--- config.mk ---
export PLATFORM = sky130hd
export DESIGN_NAME = dtw_analysis_bank
export DESIGN_NICKNAME = d
export VERILOG_FILES = /design/src/rtl/dtw_pkg.sv /design/src/rtl/dtw_sched.sv /design/src/rtl/dtw_tree.sv /design/src/rtl/dtw_analysis_bank.sv
export SDC_FILE = /design/constraint.sdc
export NUM_CORES = 2
export LEC_CHECK = 0
export ABC_AREA = 1
export BUFFER_PORTS_ARGS = -buffer_cell sky130_fd_sc_hd__buf_4
export CAP_MARGIN = 20
export CORE_MARGIN = 2
export CORE_UTILIZATION = 45
export CTS_CLUSTER_DIAMETER = 120
export CTS_CLUSTER_SIZE = 24
export DETAILED_ROUTE_END_ITERATION = 7
export PLACE_DENSITY = 0.56
export SYNTH_ARGS = -nofsm -noshare
export SYNTH_HDL_FRONTEND = slang
export SYNTH_SLANG_ARGS = --single-unit
--- constraint.sdc ---
create_clock -name clk -period 39.5 [get_ports clk]
set_input_delay 5.925 -clock clk [delete_from_list [all_inputs] [get_ports clk]]
set_output_delay 5.925 -clock clk [all_outputs]
set_load 0.1 [all_outputs]
--- src/rtl/dtw_pkg.sv ---
package dtw_pkg;
  localparam int TAPS = 10;
  localparam int CW   = 16;
  localparam int CF   = 14;

  localparam logic signed [CW-1:0] LP_REAL [TAPS] =
    '{16'sd0, -16'sd1000, 16'sd1000, 16'sd11000, 16'sd11000,
      16'sd1000, -16'sd1000, 16'sd0, 16'sd200, -16'sd200};
  localparam logic signed [CW-1:0] LP_IMAG [TAPS] =
    '{-16'sd200, 16'sd200, 16'sd0, -16'sd1000, 16'sd1000,
      16'sd11000, 16'sd11000, 16'sd1000, -16'sd1000, 16'sd0};

  // Low-pass from the table, high-pass as its alternating-sign mirror.
  function automatic logic signed [CW-1:0] coef(input logic tree, input logic hp, input int tap);
    int idx;
    logic signed [CW-1:0] g;
    idx = hp ? (TAPS - 1 - tap) : tap;
    g = tree ? LP_IMAG[idx] : LP_REAL[idx];
    return (hp && (tap % 2 == 1)) ? -g : g;
  endfunction
endpackage

--- src/rtl/dtw_sched.sv ---
module dtw_sched #(
  parameter int LEVELS = 5,
  parameter int TAPS   = 10,
  parameter int LW     = $clog2(LEVELS),
  parameter int TW     = $clog2(TAPS)
) (
  input  logic          clk,
  input  logic          rst_n,
  input  logic          in_fire,
  output logic          run,
  output logic [LW-1:0] lvl,
  output logic [TW-1:0] tap,
  output logic          hp,
  output logic          acc_en,
  output logic          acc_clr,
  output logic          push,
  output logic          emit,
  output logic          pair_close,
  output logic          pend_any
);
  logic [LEVELS-1:0] ph, pend, pend_set, pend_clr, ph_tgl;
  logic [LW-1:0] first;
  logic fin;

  assign pend_any   = |pend;
  assign pair_close = in_fire && ph[0];
  assign acc_en     = run && !fin;
  assign acc_clr    = (tap == '0);
  assign push       = run && fin && !hp && (lvl != LW'(LEVELS-1));
  assign emit       = run && fin && (hp || lvl == LW'(LEVELS-1));

  always_comb begin
    first = '0;
    for (int l = LEVELS-1; l >= 0; l--) if (pend[l]) first = LW'(l);
  end

  always_comb begin
    ph_tgl = '0; pend_set = '0; pend_clr = '0;
    if (in_fire) begin
      ph_tgl[0] = 1'b1;
      pend_set[0] = ph[0];
    end
    for (int l = 1; l < LEVELS; l++)
      if (push && lvl == LW'(l-1)) begin
        ph_tgl[l] = 1'b1;
        pend_set[l] = ph[l];
      end
    if (!run && pend_any) pend_clr[first] = 1'b1;
  end

  always_ff @(posedge clk) begin
    if (!rst_n) begin
      ph <= '0; pend <= '0; run <= 1'b0; lvl <= '0;
      tap <= '0; hp <= 1'b0; fin <= 1'b0;
    end else begin
      ph   <= ph ^ ph_tgl;
      pend <= (pend | pend_set) & ~pend_clr;
      if (!run) begin
        if (pend_any) begin
          lvl <= first; run <= 1'b1; hp <= 1'b0; tap <= '0; fin <= 1'b0;
        end
      end else if (fin) begin
        fin <= 1'b0;
        tap <= '0;
        if (!hp) hp <= 1'b1;
        else run <= 1'b0;
      end else if (tap == TW'(TAPS-1)) begin
        fin <= 1'b1;
      end else begin
        tap <= tap + 1'b1;
      end
    end
  end

  a_r3_tap_bounded: assert property (@(posedge clk) disable iff (!rst_n)
    run |-> (tap < TW'(TAPS)));
endmodule

--- src/rtl/dtw_tree.sv ---
module dtw_tree
  import dtw_pkg::*;
#(
  parameter int W      = 18,
  parameter int LEVELS = 5,
  parameter bit TREE   = 1'b0,
  parameter int LW     = $clog2(LEVELS),
  parameter int TW     = $clog2(TAPS)
) (
  input  logic                clk,
  input  logic                rst_n,
  input  logic                in_fire,
  input  logic signed [W-1:0] in_sample,
  input  logic [LW-1:0]       lvl,
  input  logic [TW-1:0]       tap,
  input  logic                hp,
  input  logic                acc_en,
  input  logic                acc_clr,
  input  logic                push,
  output logic signed [W-1:0] res
);
  localparam int AW = W + CW + 4;
  localparam logic signed [AW-1:0] HALF = AW'(1) <<< (CF-1);
  localparam logic signed [AW-1:0] MAXV = (AW'(1) <<< (W-1)) - AW'(1);
  localparam logic signed [AW-1:0] MINV = -(AW'(1) <<< (W-1));

  function automatic logic signed [W-1:0] round_sat(input logic signed [AW-1:0] a);
    logic signed [AW-1:0] s;
    s = (a + HALF) >>> CF;
    if (s > MAXV) return MAXV[W-1:0];
    if (s < MINV) return MINV[W-1:0];
    return s[W-1:0];
  endfunction

  logic signed [W-1:0] hist [LEVELS][TAPS];
  logic [LEVELS-1:0] shift_en;
  logic signed [AW-1:0] acc, prod;
  logic signed [CW-1:0] cval;

  always_comb begin
    shift_en = '0;
    shift_en[0] = in_fire;
    for (int l = 1; l < LEVELS; l++) shift_en[l] = push && (lvl == LW'(l-1));
  end

  always_ff @(posedge clk) begin
    if (!rst_n) begin
      for (int l = 0; l < LEVELS; l++)
        for (int t = 0; t < TAPS; t++) hist[l][t] <= '0;
    end else begin
      for (int l = 0; l < LEVELS; l++)
        if (shift_en[l]) begin
          for (int t = TAPS-1; t > 0; t--) hist[l][t] <= hist[l][t-1];
          hist[l][0] <= (l == 0) ? in_sample : res;
        end
    end
  end

  assign cval = coef(TREE, hp, int'(tap));
  assign prod = AW'(cval) * AW'(hist[lvl][tap]);
  assign res  = round_sat(acc);

  always_ff @(posedge clk) begin
    if (!rst_n) acc <= '0;
    else if (acc_en) acc <= (acc_clr ? '0 : acc) + prod;
  end
endmodule

--- src/rtl/dtw_analysis_bank.sv ---
module dtw_analysis_bank #(
  parameter int W      = 18,
  parameter int LEVELS = 5
) (
  input  logic                          clk,
  input  logic                          rst_n,
  input  logic                          in_valid,
  output logic                          in_ready,
  input  logic [W-1:0]                  in_data,
  output logic                          out_valid,
  output logic [W-1:0]                  out_data,
  output logic                          out_tree,
  output logic [$clog2(LEVELS+1)-1:0]   out_level,
  output logic                          out_approx
);
  localparam int LW  = $clog2(LEVELS);
  localparam int TW  = $clog2(dtw_pkg::TAPS);
  localparam int LVW = $clog2(LEVELS+1);

  logic in_fire, run, hp, acc_en, acc_clr, push, emit, pair_close, pend_any;
  logic [LW-1:0] lvl;
  logic [TW-1:0] tap;
  logic signed [W-1:0] res [2];
  logic [W-1:0] hold;
  logic second;

  assign in_fire  = in_valid && in_ready;
  assign in_ready = !(run || pend_any || out_valid);

  dtw_sched #(.LEVELS(LEVELS), .TAPS(dtw_pkg::TAPS)) u_sched (
    .clk(clk), .rst_n(rst_n), .in_fire(in_fire), .run(run), .lvl(lvl),
    .tap(tap), .hp(hp), .acc_en(acc_en), .acc_clr(acc_clr), .push(push),
    .emit(emit), .pair_close(pair_close), .pend_any(pend_any));

  for (genvar t = 0; t < 2; t++) begin : g_tree
    dtw_tree #(.W(W), .LEVELS(LEVELS), .TREE(t[0])) u_tree (
      .clk(clk), .rst_n(rst_n), .in_fire(in_fire), .in_sample(in_data),
      .lvl(lvl), .tap(tap), .hp(hp), .acc_en(acc_en), .acc_clr(acc_clr),
      .push(push), .res(res[t]));
  end

  always_ff @(posedge clk) begin
    if (!rst_n) begin
      out_valid <= 1'b0; out_data <= '0; out_tree <= 1'b0;
      out_level <= '0; out_approx <= 1'b0; hold <= '0; second <= 1'b0;
    end else if (emit) begin
      out_valid  <= 1'b1;
      out_tree   <= 1'b0;
      out_data   <= res[0];
      hold       <= res[1];
      out_level  <= LVW'(lvl) + LVW'(1);
      out_approx <= !hp;
      second     <= 1'b1;
    end else if (second) begin
      out_tree <= 1'b1;
      out_data <= hold;
      second   <= 1'b0;
    end else begin
      out_valid <= 1'b0;
    end
  end

  a_r7_pair_blocks_input: assert property (@(posedge clk) disable iff (!rst_n)
    pair_close |=> !in_ready);
  a_r7_quiet_when_ready: assert property (@(posedge clk) disable iff (!rst_n)
    in_ready |-> !out_valid);
  a_r9_imag_follows_real: assert property (@(posedge clk) disable iff (!rst_n)
    (out_valid && !out_tree) |=> (out_valid && out_tree && $stable(out_level) && $stable(out_approx)));
  a_r5_approx_deepest: assert property (@(posedge clk) disable iff (!rst_n)
    (out_valid && out_approx) |-> (out_level == LVW'(LEVELS)));
  a_r5_level_range: assert property (@(posedge clk) disable iff (!rst_n)
    out_valid |-> (out_level >= LVW'(1) && out_level <= LVW'(LEVELS)));
endmodule

==> metrics.log <==
INFO  metric vias = 77663
INFO  metric die_h = 485.1 um
INFO  metric synth-edff-count = 1620
INFO  metric place.detailed.hpwl = 198500 um
INFO  metric synth.net_count = 12405
INFO  metric crit_path_end_kind = register
INFO  metric yosys_register_bits = 1756
INFO  metric synth_compound_gate_area_share = 0.1185
INFO  metric start_util = 0.4527
INFO  metric finalNetCount = 12040
INFO  metric post_synth_and_or_nand_nor_area_fraction = 0.1505
INFO  metric rsz0062_at_grt = no
INFO  metric global_placement_routability_congestion = 0.9116
INFO  metric totalWireLength = 311200 um
INFO  metric final_antenna_net_count = 0
INFO  metric timing.final.max_slew_violations = 0
INFO  metric post-route-min-period = 12.16 ns
INFO  metric synth.area.mux_share = 0.0002883
INFO  metric cap_viol_max_count = 0
INFO  metric timing.fmax = 0.08224 GHz
INFO  metric combinational_family_with_the_most_area_after_synthesis = simple AND/OR/NAND/NOR gates
INFO  metric synthesis.area_per_instance = 8.908 um2
INFO  metric timing.max_slew.rel_slack = 0.1877
INFO  metric firstDrtPassIters = 6
INFO  metric cts_hold_repair.buffers = 0
INFO  metric cts_clock_pin_slew_for_the_worst_setup_and_hold_paths = 0.11 ns
INFO  metric synth_cell_type_count = 73
INFO  metric path_class = reg -> reg
INFO  metric netlist_instances = 11693
INFO  metric post-cts-setup-buffers = 0
INFO  metric period_utilization_post_route = 0.3078
INFO  metric timing.hold.worst_path_depth = 2
INFO  metric ys_seq_area_frac = 0.4932
INFO  metric grt_pass1_vias = 77316
INFO  metric wl_per_cell = 21.62 um
INFO  metric cts.repair.resized = 0
INFO  metric post_synth_adder_cell_area = 0.1146
INFO  metric netlist.area_leader.share = 0.4670
INFO  metric cts.root.buffer_cell = sky130_fd_sc_hd__clkbuf_16
INFO  metric cts-root-to-sink-buffers = 3
INFO  metric ys_warn_count = 0
INFO  metric drc = 0
INFO  metric timing.critical_path.slowest_stage_cell = sky130_fd_sc_hd__buf_4
INFO  metric layout-drive-gt1-share = 0.04012
INFO  metric cts_inserted_buffers = 87
INFO  metric timing.final.setup_violations = 0
INFO  metric antenna_found_initial = 10
INFO  metric result_of_the_run = completed
INFO  metric globalRouteOverflowTotal = 0
INFO  metric cp.arrival = 12.86 ns
INFO  metric finalHoldViolCount = 0
INFO  metric worstSetupStartpointType = register
INFO  metric grt_pass1_wl = 478000 um
INFO  metric cts_tree = built
INFO  metric globalRouteTotalUtil = 0.2643
INFO  metric setup_tns = 0 ns
INFO  metric design.portCount = 46
INFO  metric max_stage_delay = 0.73 ns
INFO  metric required = 40.20 ns
INFO  metric die-area = 235300 um2
INFO  metric clkLatencyLatePin = 0.80 ns
INFO  metric post_drt_via_cell_ratio = 5.396
INFO  metric floorplan.rows = 176
INFO  metric yosys-top-cells-area = sky130_fd_sc_hd__edfxtp_1, sky130_fd_sc_hd__nor2_1, sky130_fd_sc_hd__fa_1
INFO  metric worst_min_delay_path_class = reg -> reg
INFO  metric synth_top_area_cell = sky130_fd_sc_hd__edfxtp_1
INFO  metric worst_path_most_repeated_cell = sky130_fd_sc_hd__o21ai_0
INFO  metric timing_worst_slew_pin_value = 1.218 ns
INFO  metric cts-htree-levels = 3
INFO  metric syn-cell-area = 104200 um2
INFO  metric grt_start_max_net_pins = 152
INFO  metric die-width = 485.1 um
INFO  metric cts_sinks = 1756
INFO  metric core-area = 230100 um2
INFO  metric placement.io_buffers = 45
INFO  metric worstPathMaxFanout = 122
INFO  metric postSynth.topFlopCell = sky130_fd_sc_hd__edfxtp_1
INFO  metric worst_clock_skew = 0.04024 ns
INFO  metric worst-r2r-cell-count = 39
INFO  metric layout-area-overhead-vs-synth = 5.076%
INFO  metric first_iter_violations = 7259
INFO  metric async_flop_share = 0
INFO  metric synthXorXnorAreaFrac = 0.01303
-- state kept, by name, indices dropped and copies added, names as in the netlist, 3 cells and up, named ones only --
| register | flops |
|---|---|
| out_data | 18 |
| u_sched.lvl | 3 |
| u_sched.pend | 5 |
| u_sched.ph | 5 |
| g_tree.u_tree.acc | 70 |
| g_tree.u_tree.hist | 1620 |
| u_sched.tap | 4 |
| out_level | 3 |
| hold | 18 |
-- synth_stat cells (79+ instances only) --
library cell / n
sky130_fd_sc_hd__nand2_1: 1203
sky130_fd_sc_hd__o21ai_0: 886
sky130_fd_sc_hd__fa_1: 438
sky130_fd_sc_hd__nand3_1: 253
sky130_fd_sc_hd__ha_1: 253
sky130_fd_sc_hd__buf_2: 205
sky130_fd_sc_hd__xor2_1: 109
sky130_fd_sc_hd__clkbuf_1: 355
sky130_fd_sc_hd__o22ai_1: 91
sky130_fd_sc_hd__edfxtp_1: 1620
sky130_fd_sc_hd__dfxtp_1: 136
sky130_fd_sc_hd__o311ai_0: 79
sky130_fd_sc_hd__a21oi_1: 827
sky130_fd_sc_hd__nor2_1: 2340
sky130_fd_sc_hd__inv_1: 2256
-- layout make-up --
cell class                      instances  area (um2)
Antenna cell                            1       2.502
Timing Repair Buffer                  173        1514
Fill cell                           21843      120700
Clock buffer                          110        2263
Multi-Input combinational cell       7009       41510
Sequential cell                      1756       51390
Inverter                             2301        8683
Clock inverter                         18       299.0
Tap cell                             3026        3786
-- cell usage in the layout (no fill, tap or decap), types with 17 or more instances in the layout --
master and instances:
sky130_fd_sc_hd__buf_4 154, sky130_fd_sc_hd__nor3_1 50, sky130_fd_sc_hd__clkbuf_1 23, sky130_fd_sc_hd__clkbuf_16 87, sky130_fd_sc_hd__a221oi_1 48, sky130_fd_sc_hd__a21oi_1 827
sky130_fd_sc_hd__nor2_1 2336, sky130_fd_sc_hd__o221ai_1 17, sky130_fd_sc_hd__inv_2 44, sky130_fd_sc_hd__nand2_2 37, sky130_fd_sc_hd__o211ai_1 74, sky130_fd_sc_hd__o22ai_1 90
sky130_fd_sc_hd__edfxtp_1 1620, sky130_fd_sc_hd__nand3_1 253, sky130_fd_sc_hd__a211oi_1 54, sky130_fd_sc_hd__xnor2_1 41, sky130_fd_sc_hd__dfxtp_1 130, sky130_fd_sc_hd__o311ai_0 70
sky130_fd_sc_hd__o21ai_0 882, sky130_fd_sc_hd__nand2_1 1197, sky130_fd_sc_hd__fa_1 438, sky130_fd_sc_hd__ha_1 253, sky130_fd_sc_hd__nand4_1 19, sky130_fd_sc_hd__inv_1 2251
sky130_fd_sc_hd__a31oi_1 27, sky130_fd_sc_hd__xor2_1 107
-- worst max-delay path, delay by kind of cell (launching register included) --
| kind | cells | cell delay [ns] |
|---|---|---|
| compound gates | 13 | 3.76 |
| xor+xnor | 2 | 0.33 |
| fa+ha+maj | 8 | 3.54 |
| buf+inv | 9 | 2.94 |
| flops | 1 | 0.39 |
| simple gates | 7 | 0.99 |
-- per-stage QoR --
step	instances	area (um2)	util	setup WS [ns]	hold WS [ns]
floorplan	11693	104200	-	11.91	0.4256
global placement	14260	106800	0.4642	27.39	0.4430
detailed placement	14263	106900	0.4643	27.43	0.4479
CTS	14391	109400	0.4755	27.39	0.4618
global route	14394	109500	0.4756	26.64	0.4905
finish	14394	109500	0.4756	27.34	0.4561
-- layer usage --
metal	wire length [um]	track usage	vias up
met5	18	0	-
met3	21050	0.02907	361
met2	140500	0.4182	2624
met4	8100	0.06712	4
met1	141500	0.3877	37957
li1	-	-	36717
-- kinds of logic after synthesis --
family | after synthesis
compound gates | 2198
xor+xnor | 152
fa+ha+maj | 691
buf+inv | 2928
flops | 1756
mux | 3
simple gates | 3965
-- path summary, 6_finish.rpt --
path	startpoint	end	slack [ns]
max	register	g_tree[1].u_tree.acc[27]	27.34
max reg2reg	register	g_tree[1].u_tree.acc[27]	27.34
min	g_tree[0].u_tree.acc[4]	g_tree[0].u_tree.acc[4]	0.46
min reg2reg	g_tree[0].u_tree.acc[4]	g_tree[0].u_tree.acc[4]	0.46
Power is left out: the tool's default activity adds up to more than one toggle a clock period on the data nets, which glitch-free logic cannot reach.
